File: config.mk
export PLATFORM = sky130hd
export DESIGN_NAME = rx_babble_guard
export DESIGN_NICKNAME = d
export VERILOG_FILES = /design/src/rtl/babble_pkg.sv /design/src/rtl/pkt_meter.sv /design/src/rtl/guard_fsm.sv /design/src/rtl/guard_status.sv /design/src/rtl/rx_babble_guard.sv
export SDC_FILE = /design/constraint.sdc
export NUM_CORES = 1
export LEC_CHECK = 0
export CAP_MARGIN = 25
export CORE_MARGIN = 2
export CORE_UTILIZATION = 30
export CTS_BUF_LIST = sky130_fd_sc_hd__clkbuf_4
export DETAILED_ROUTE_END_ITERATION = 16
export GPL_ROUTABILITY_DRIVEN = 0
export PLACE_DENSITY = 0.51
export SLEW_MARGIN = 20
export SYNTH_ARGS = -nofsm -noshare
export SYNTH_HDL_FRONTEND = slang
export SYNTH_HIERARCHICAL = 1
export SYNTH_SLANG_ARGS = --single-unit
export TNS_END_PERCENT = 20
File: constraint.sdc
create_clock -name clk -period 4.47 [get_ports clk]
set_clock_uncertainty 0.05 [all_clocks]
set_input_delay 1.341 -clock clk [delete_from_list [all_inputs] [get_ports clk]]
set_output_delay 1.341 -clock clk [all_outputs]
set_load 0.1 [all_outputs]
File: src/rtl/babble_pkg.sv
package babble_pkg;

    typedef enum logic [2:0] {
        ST_IDLE,
        ST_RECV,
        ST_DROP,
        ST_OFF,
        ST_LOCK
    } guard_state_t;

    localparam int STS_BABBLE_BIT  = 0;
    localparam int STS_PORTCHG_BIT = 1;
    localparam int STS_W           = 2;

endpackage

File: src/rtl/pkt_meter.sv
module pkt_meter #(
    parameter int MAXP_W = 11
) (
    input  logic              clk,
    input  logic              rst_n,
    input  logic              clear,
    input  logic              start,
    input  logic              advance,
    input  logic [MAXP_W-1:0] max_pkt,
    output logic              over
);
    localparam int CNT_W = MAXP_W + 1;

    logic [CNT_W-1:0] cnt_q;
    logic [CNT_W-1:0] base;

    // Bytes already accepted before this beat; a start beat begins from zero.
    assign base = start ? '0 : cnt_q;
    assign over = base >= {1'b0, max_pkt};

    always_ff @(posedge clk or negedge rst_n) begin
        if (!rst_n) begin
            cnt_q <= '0;
        end else if (clear) begin
            cnt_q <= '0;
        end else if (start) begin
            cnt_q <= {{(CNT_W-1){1'b0}}, 1'b1};
        end else if (advance && (cnt_q != {CNT_W{1'b1}})) begin
            cnt_q <= cnt_q + 1'b1;
        end
    end

endmodule

File: src/rtl/guard_fsm.sv
module guard_fsm
    import babble_pkg::*;
#(
    parameter int DW     = 8,
    parameter int MAXP_W = 11
) (
    input  logic              clk,
    input  logic              rst_n,
    input  logic              soft_reset,
    input  logic              rx_valid,
    input  logic              rx_sop,
    input  logic              rx_eop,
    input  logic [DW-1:0]     rx_data,
    input  logic              eof2_window,
    input  logic              ovc_rise,
    input  logic              over,
    output logic              meter_start,
    output logic              meter_advance,
    output logic              fifo_wr_en,
    output logic [DW-1:0]     fifo_wr_data,
    output logic              fifo_rollback,
    output logic              fifo_flush,
    output logic              port_enabled,
    output logic              token_inhibit,
    output logic              ev_pkt_babble,
    output logic              ev_port_down
);
    guard_state_t state_q, state_d;
    logic ev_write, ev_port_babble, ev_ovc, ev_ovc_rollback, take;

    // Next-state and event decode
    always_comb begin
        state_d         = state_q;
        ev_write        = 1'b0;
        ev_pkt_babble   = 1'b0;
        ev_port_babble  = 1'b0;
        ev_ovc          = 1'b0;
        ev_ovc_rollback = 1'b0;
        take            = 1'b0;
        meter_start     = 1'b0;
        meter_advance   = 1'b0;
        unique case (state_q)
            ST_IDLE, ST_RECV, ST_DROP: begin
                if (rx_valid && eof2_window) begin
                    ev_port_babble = 1'b1;
                    state_d        = ST_LOCK;
                end else if (ovc_rise) begin
                    ev_ovc          = 1'b1;
                    ev_ovc_rollback = (state_q != ST_IDLE);
                    state_d         = ST_OFF;
                end else if (state_q == ST_DROP) begin
                    meter_advance = rx_valid;
                    if (rx_valid && rx_eop) begin
                        ev_pkt_babble = 1'b1;
                        state_d       = ST_IDLE;
                    end
                end else begin
                    take          = (state_q == ST_IDLE) ? (rx_valid && rx_sop) : rx_valid;
                    meter_start   = take && (state_q == ST_IDLE);
                    meter_advance = take && (state_q == ST_RECV);
                    if (take) begin
                        if (over) begin
                            ev_pkt_babble = rx_eop;
                            state_d       = rx_eop ? ST_IDLE : ST_DROP;
                        end else begin
                            ev_write = 1'b1;
                            state_d  = rx_eop ? ST_IDLE : ST_RECV;
                        end
                    end
                end
            end
            ST_OFF, ST_LOCK: begin
                state_d = state_q;
            end
            default: state_d = ST_IDLE;
        endcase
    end

    assign ev_port_down = (ev_port_babble || ev_ovc) && !soft_reset;

    // State register
    always_ff @(posedge clk or negedge rst_n) begin
        if (!rst_n) begin
            state_q <= ST_IDLE;
        end else if (soft_reset) begin
            state_q <= ST_IDLE;
        end else begin
            state_q <= state_d;
        end
    end

    // Registered outputs
    always_ff @(posedge clk or negedge rst_n) begin
        if (!rst_n) begin
            fifo_wr_en    <= 1'b0;
            fifo_wr_data  <= '0;
            fifo_rollback <= 1'b0;
            fifo_flush    <= 1'b0;
            port_enabled  <= 1'b1;
            token_inhibit <= 1'b0;
        end else begin
            fifo_wr_en    <= ev_write && !soft_reset;
            fifo_wr_data  <= rx_data;
            fifo_rollback <= (ev_pkt_babble || ev_ovc_rollback) && !soft_reset;
            fifo_flush    <= ev_port_babble && !soft_reset;
            if (soft_reset) begin
                port_enabled  <= 1'b1;
                token_inhibit <= 1'b0;
            end else begin
                if (ev_port_babble || ev_ovc) port_enabled  <= 1'b0;
                if (ev_port_babble)           token_inhibit <= 1'b1;
            end
        end
    end

    // nothing leaves the DROP state towards the FIFO
    assert_drop_no_write_R2: assert property (@(posedge clk) disable iff (!rst_n)
        (state_q == ST_DROP) |=> !fifo_wr_en);

    // a stray beat in IDLE without start marker writes nothing
    assert_idle_stray_R4: assert property (@(posedge clk) disable iff (!rst_n)
        (state_q == ST_IDLE && rx_valid && !rx_sop) |=> !fifo_wr_en);

    // flush is a single-cycle pulse
    assert_flush_pulse_R5: assert property (@(posedge clk) disable iff (!rst_n)
        fifo_flush |=> !fifo_flush);

endmodule

File: src/rtl/guard_status.sv
module guard_status
    import babble_pkg::*;
(
    input  logic             clk,
    input  logic             rst_n,
    input  logic             ev_pkt_babble,
    input  logic             ev_port_down,
    input  logic             clr_we,
    input  logic [STS_W-1:0] clr_mask,
    input  logic             overcurrent,
    output logic             irq_babble,
    output logic             irq_port,
    output logic             sts_babble,
    output logic             sts_port_chg,
    output logic             sts_overcurrent,
    output logic             ovc_rise
);
    logic [STS_W-1:0] sts_q, set_v, clr_v;

    assign set_v[STS_BABBLE_BIT]  = ev_pkt_babble;
    assign set_v[STS_PORTCHG_BIT] = ev_port_down;
    assign clr_v                  = clr_we ? clr_mask : '0;
    assign ovc_rise               = overcurrent && !sts_overcurrent;

    always_ff @(posedge clk or negedge rst_n) begin
        if (!rst_n) begin
            sts_q           <= '0;
            irq_babble      <= 1'b0;
            irq_port        <= 1'b0;
            sts_overcurrent <= 1'b0;
        end else begin
            sts_q           <= (sts_q & ~clr_v) | set_v;
            irq_babble      <= ev_pkt_babble;
            irq_port        <= ev_port_down;
            sts_overcurrent <= overcurrent;
        end
    end

    assign sts_babble   = sts_q[STS_BABBLE_BIT];
    assign sts_port_chg = sts_q[STS_PORTCHG_BIT];

    // a babble interrupt is always backed by its sticky status
    assert_irq_has_status_R3: assert property (@(posedge clk) disable iff (!rst_n)
        irq_babble |-> sts_babble);

    // a set status bit stays until cleared
    assert_sticky_status_R8: assert property (@(posedge clk) disable iff (!rst_n)
        (sts_port_chg && !(clr_we && clr_mask[STS_PORTCHG_BIT])) |=> sts_port_chg);

endmodule

File: src/rtl/rx_babble_guard.sv
module rx_babble_guard
    import babble_pkg::*;
#(
    parameter int DW     = 8,
    parameter int MAXP_W = 11
) (
    input  logic              clk,
    input  logic              rst_n,
    input  logic              soft_reset,
    input  logic              rx_valid,
    input  logic              rx_sop,
    input  logic              rx_eop,
    input  logic [DW-1:0]     rx_data,
    input  logic [MAXP_W-1:0] max_pkt,
    input  logic              eof2_window,
    input  logic              overcurrent,
    input  logic              sts_clr_we,
    input  logic [1:0]        sts_clr_mask,
    output logic              fifo_wr_en,
    output logic [DW-1:0]     fifo_wr_data,
    output logic              fifo_rollback,
    output logic              fifo_flush,
    output logic              irq_babble,
    output logic              irq_port,
    output logic              sts_babble,
    output logic              sts_port_chg,
    output logic              sts_overcurrent,
    output logic              port_enabled,
    output logic              token_inhibit
);
    logic meter_start, meter_advance, over;
    logic ev_pkt_babble, ev_port_down, ovc_rise;

    pkt_meter #(.MAXP_W(MAXP_W)) u_meter (
        .clk     (clk),
        .rst_n   (rst_n),
        .clear   (soft_reset),
        .start   (meter_start),
        .advance (meter_advance),
        .max_pkt (max_pkt),
        .over    (over)
    );

    guard_fsm #(.DW(DW), .MAXP_W(MAXP_W)) u_fsm (
        .clk           (clk),
        .rst_n         (rst_n),
        .soft_reset    (soft_reset),
        .rx_valid      (rx_valid),
        .rx_sop        (rx_sop),
        .rx_eop        (rx_eop),
        .rx_data       (rx_data),
        .eof2_window   (eof2_window),
        .ovc_rise      (ovc_rise),
        .over          (over),
        .meter_start   (meter_start),
        .meter_advance (meter_advance),
        .fifo_wr_en    (fifo_wr_en),
        .fifo_wr_data  (fifo_wr_data),
        .fifo_rollback (fifo_rollback),
        .fifo_flush    (fifo_flush),
        .port_enabled  (port_enabled),
        .token_inhibit (token_inhibit),
        .ev_pkt_babble (ev_pkt_babble),
        .ev_port_down  (ev_port_down)
    );

    guard_status u_status (
        .clk             (clk),
        .rst_n           (rst_n),
        .ev_pkt_babble   (ev_pkt_babble),
        .ev_port_down    (ev_port_down),
        .clr_we          (sts_clr_we),
        .clr_mask        (sts_clr_mask),
        .overcurrent     (overcurrent),
        .irq_babble      (irq_babble),
        .irq_port        (irq_port),
        .sts_babble      (sts_babble),
        .sts_port_chg    (sts_port_chg),
        .sts_overcurrent (sts_overcurrent),
        .ovc_rise        (ovc_rise)
    );

    // the token lockout always comes with a disabled port
    assert_lock_port_off_R6: assert property (@(posedge clk) disable iff (!rst_n)
        token_inhibit |-> !port_enabled);

    // the lockout only ends through soft reset
    assert_lock_sticky_R6: assert property (@(posedge clk) disable iff (!rst_n)
        (token_inhibit && !soft_reset) |=> token_inhibit);

    // flush and rollback never fire together
    assert_flush_over_rollback_R9: assert property (@(posedge clk) disable iff (!rst_n)
        !(fifo_flush && fifo_rollback));

endmodule

==> flow_summary.toml <==
[outcome]
status = "finished clean"

[global_route]
antenna_found_initial = 0
grt_pass1_vias = 1572
grt_pass1_wl_mm = 6.996
grt_usage = 0.1372
grt_overflow = 0
grt_max_degree = 34

[clock_tree]
htreeDepth = 2
cts_made_buffers = 5
hold_buffers = 0
clock-sinks = 33
worstSkewPairLatency_ns = 0.33
clk_path_buf_depth = 2
cts_tree = "done"
clockRootBuffer = "clkbuf_4"
clk_pin_slew_ns = 0.09

[yosys]
async_flop_share = 1.000
synthTopCellsByArea = "dfrtp_1 43%, ha_1 8.1%, a21oi_1 4.1%"
synth_edf_count = 0
synth_seq_cells = 33
yosys.area_share.simple = 0.2353
synth.most_common_cell = "dfrtp_1"
synth_common_cells = "32 x dfrtp_1, 19 x nor2_1, 18 x nand2_1"
synthMuxAreaShare = 0.005409
seq_area_frac_synth = 0.4469
synth_warnings = 6
synth_xor_area_frac = 0.009466
syn_area_um2 = 1851
synthFlopType = "dfrtp_1"
synth_top_family_by_area = "simple AND/OR/NAND/NOR gates"
syn_inst = 194
synthDistinctLibCells = 46
synth_top_area_frac = 0.4327
yosys.area.top_type = "dfrtp_1"
syn_area_per_cell_um2 = 9.539
synth_nets = 236
synth_compound_gate_area_share = 0.1792
synthAdderAreaFrac = 0.08114

[power_and_ir_drop]
p_sw_frac = 0.3184
ir_drop_v = 0.0001598
p_sw_w = 0.0002278
p_leak_nw = 1.152
power_frac_seq = 0.452
internal_power_w = 0.0004878
fin_total_pwr_w = 0.0007156
p_per_area_nw_per_um2 = 274.7
power.share.clock = 0.299
combPwrFrac = 0.250

[critical_path]
cp-start-kind = "input port"
r2r_start = "u_status/sts_overcurrent$_DFF_PN0_"
slowest_stage = "clkdlybuf4s50_1"
path_cells = "clkdlybuf4s50_1 -> nor2b_1 -> or3b_4 -> nor4_4 -> nor2_1 -> ha_1 -> a21o_1 -> a221o_1 -> a2111oi_4 -> a21oi_2 -> o31a_1 -> a21oi_1 -> nor3_2 -> o21ba_1"
cp-end-kind = "flop"
worst-setup-path-type = "in2reg"
critPathMaxFanout = 4
max_stage_delay_ns = 0.41
reg2reg_depth = 13
ff2ff_setup_slack_ns = 1.27
rr_endpoint = "u_fsm/fifo_rollback$_DFF_PN0_"
arrival_ns = 4.52
cp.required_ns = 4.64

[die]
std_cell_rows = 28
start_util = 0.3107
coreArea_um2 = 5956
dieArea_um2 = 6813
die_y_um = 82.54
io_pins = 48
die_x_um = 82.54

[layout]
finalNonFillerCells = 331
fin_util = 0.4374
nFillCells = 609
antenna_cells = 0
num-nets-final = 298
drive_gt1_frac = 0.1328
area_growth_pct = 40.77

[routing]
drt_iter0_markers = 81
first_pass_iters = 4
via_count = 1599
routed_via_density = 4.831
drt-total-wl_mm = 4.257
detail_route.wl_per_cell_um = 12.86
ant_nets = 0
route.detailed.drc = 0

[sta]
slew_violations = 0
max_freq_mhz = 230.3
setup_viol = 0
worst_pin_slew_ns = 0.9819
fin_crit_ns = 4.342
max_slew_margin = 0.3433
finalCritPeriodShare = 0.9714
finalHoldViolCount = 0

[placed_design]
placed_cells = 322
port_buffers = 47
hpwl_mm = 3.246

[worst_hold_path]
min_from = "u_fsm/port_enabled$_DFFE_PN1P_"
min_to = "u_fsm/port_enabled$_DFFE_PN1P_"
holdPathStages = 2
hp-class = "reg2reg"

[run]
max_cap_violations = 0
-- metal layers --
metal	track usage	part of all wire
met3	0.04457	0.068
met4	0.04426	0.013
met2	0.2306	0.47
met5	0	0
met1	0.1661	0.45
-- per-stage QoR --
| stage | hold slack [ns] | area [um2] | setup slack (ns) | TNS, ns |
|---|---|---|---|---|
| floorplan | 0.4242 | 1861 | 0.001340 | 0 |
| global route | 0.4686 | 2605 | -0.01555 | -0.02187 |
| CTS | 0.4451 | 2554 | 0.03669 | 0 |
| global placement | 0.4236 | 2481 | -0.2568 | -1.007 |
| detailed placement | 0.4192 | 2481 | -0.3270 | -1.367 |
| finish | 0.4388 | 2605 | 0.1277 | 0 |
-- registers in the layout (all words and copies together), names as in the netlist, 2 cells and up --
signal and count:
u_status/sts_q 2, u_meter/cnt_q 12, u_fsm/fifo_wr_data 8, u_fsm/state_q 3
-- cell type report --
| cell class | instances | area (um2) | area share |
|---|---|---|---|
| Sequential cell | 33 | 827.0 | 0.3175 |
| Clock inverter | 2 | 35.03 | 0.01345 |
| Timing Repair Buffer | 60 | 568.0 | 0.2181 |
| Inverter | 15 | 56.30 | 0.02161 |
| Multi-Input combinational cell | 141 | 987.2 | 0.3790 |
| Clock buffer | 5 | 37.54 | 0.01441 |
| Tap cell | 75 | 93.84 | 0.03602 |
-- cell usage in the layout, fill, tap and decap left out, types with 2 or more instances in the layout --
master | Yosys | final
ha_1 | 12 | 12
a21o_1 | 3 | 3
nor3_1 | 6 | 5
clkbuf_4 | 0 | 5
clkdlybuf4s50_1 | 0 | 47
buf_4 | 0 | 13
nand3_1 | 6 | 6
o31ai_1 | 4 | 4
o21ai_0 | 5 | 4
nor4_1 | 3 | 2
or3_1 | 2 | 2
dfrtp_1 | 32 | 32
or4_1 | 3 | 3
nand2b_1 | 2 | 2
a2111oi_4 | 1 | 2
nor2b_1 | 10 | 10
a21oi_1 | 15 | 14
nand2_1 | 18 | 18
o41ai_1 | 3 | 3
o31a_1 | 2 | 2
nand4_1 | 3 | 3
nor2_1 | 19 | 19
a21oi_2 | 1 | 2
o21a_1 | 2 | 2
inv_1 | 15 | 15
-- how the worst max path moves through the flow --
stage / startpoint / endpoint / slack (ns) / depth (start not counted)
after detailed placement: overcurrent / u_fsm/state_q[0]$_DFFE_PN0P_ / -0.33 / 14
after global placement: overcurrent / u_fsm/state_q[0]$_DFFE_PN0P_ / -0.26 / 14
final: overcurrent / u_fsm/fifo_rollback$_DFF_PN0_ / 0.13 / 14
after floorplan: overcurrent / u_fsm/state_q[0]$_DFFE_PN0P_ / 0.001 / 14
after CTS: overcurrent / u_fsm/state_q[0]$_DFFE_PN0P_ / 0.04 / 14
after global routing: overcurrent / u_fsm/fifo_rollback$_DFF_PN0_ / -0.02 / 14
-- power by group through the flow --
stage	clock [W]	sequential [W]	combinational, W
global placement	0	0.000329	0.000179
floorplan	0	0.000392	0.0000463
global route	0.000237	0.000325	0.000192
finish	0.000214	0.000323	0.000179
detailed placement	0	0.000328	0.000178
CTS	0.000226	0.000323	0.000179
-- cells by family after synthesis --
kind of cell / after synthesis
xor gates and xnor gates: 2
muxes: 1
buffers and inverters: 20
adders and majority gates: 12
and+or+nand+nor: 80
DFF: 33
AOI/OAI and AO/OA: 46
-- timing repair --
item | CTS | global route
gates resized for setup | 0 | 7
setup endpoints to repair | 0 | 4
buffers inserted | 0 | 2
-- critical path: cells and delay by family --
kind | cells | cell delay [ns]
AO/OA/AOI/OAI | 7 | 1.44
adder cells (fa/ha/maj) | 1 | 0.31
buffers and inverters | 1 | 0.41
AND/OR/NAND/NOR | 5 | 1.01
Power figures use the tool's default switching activity.
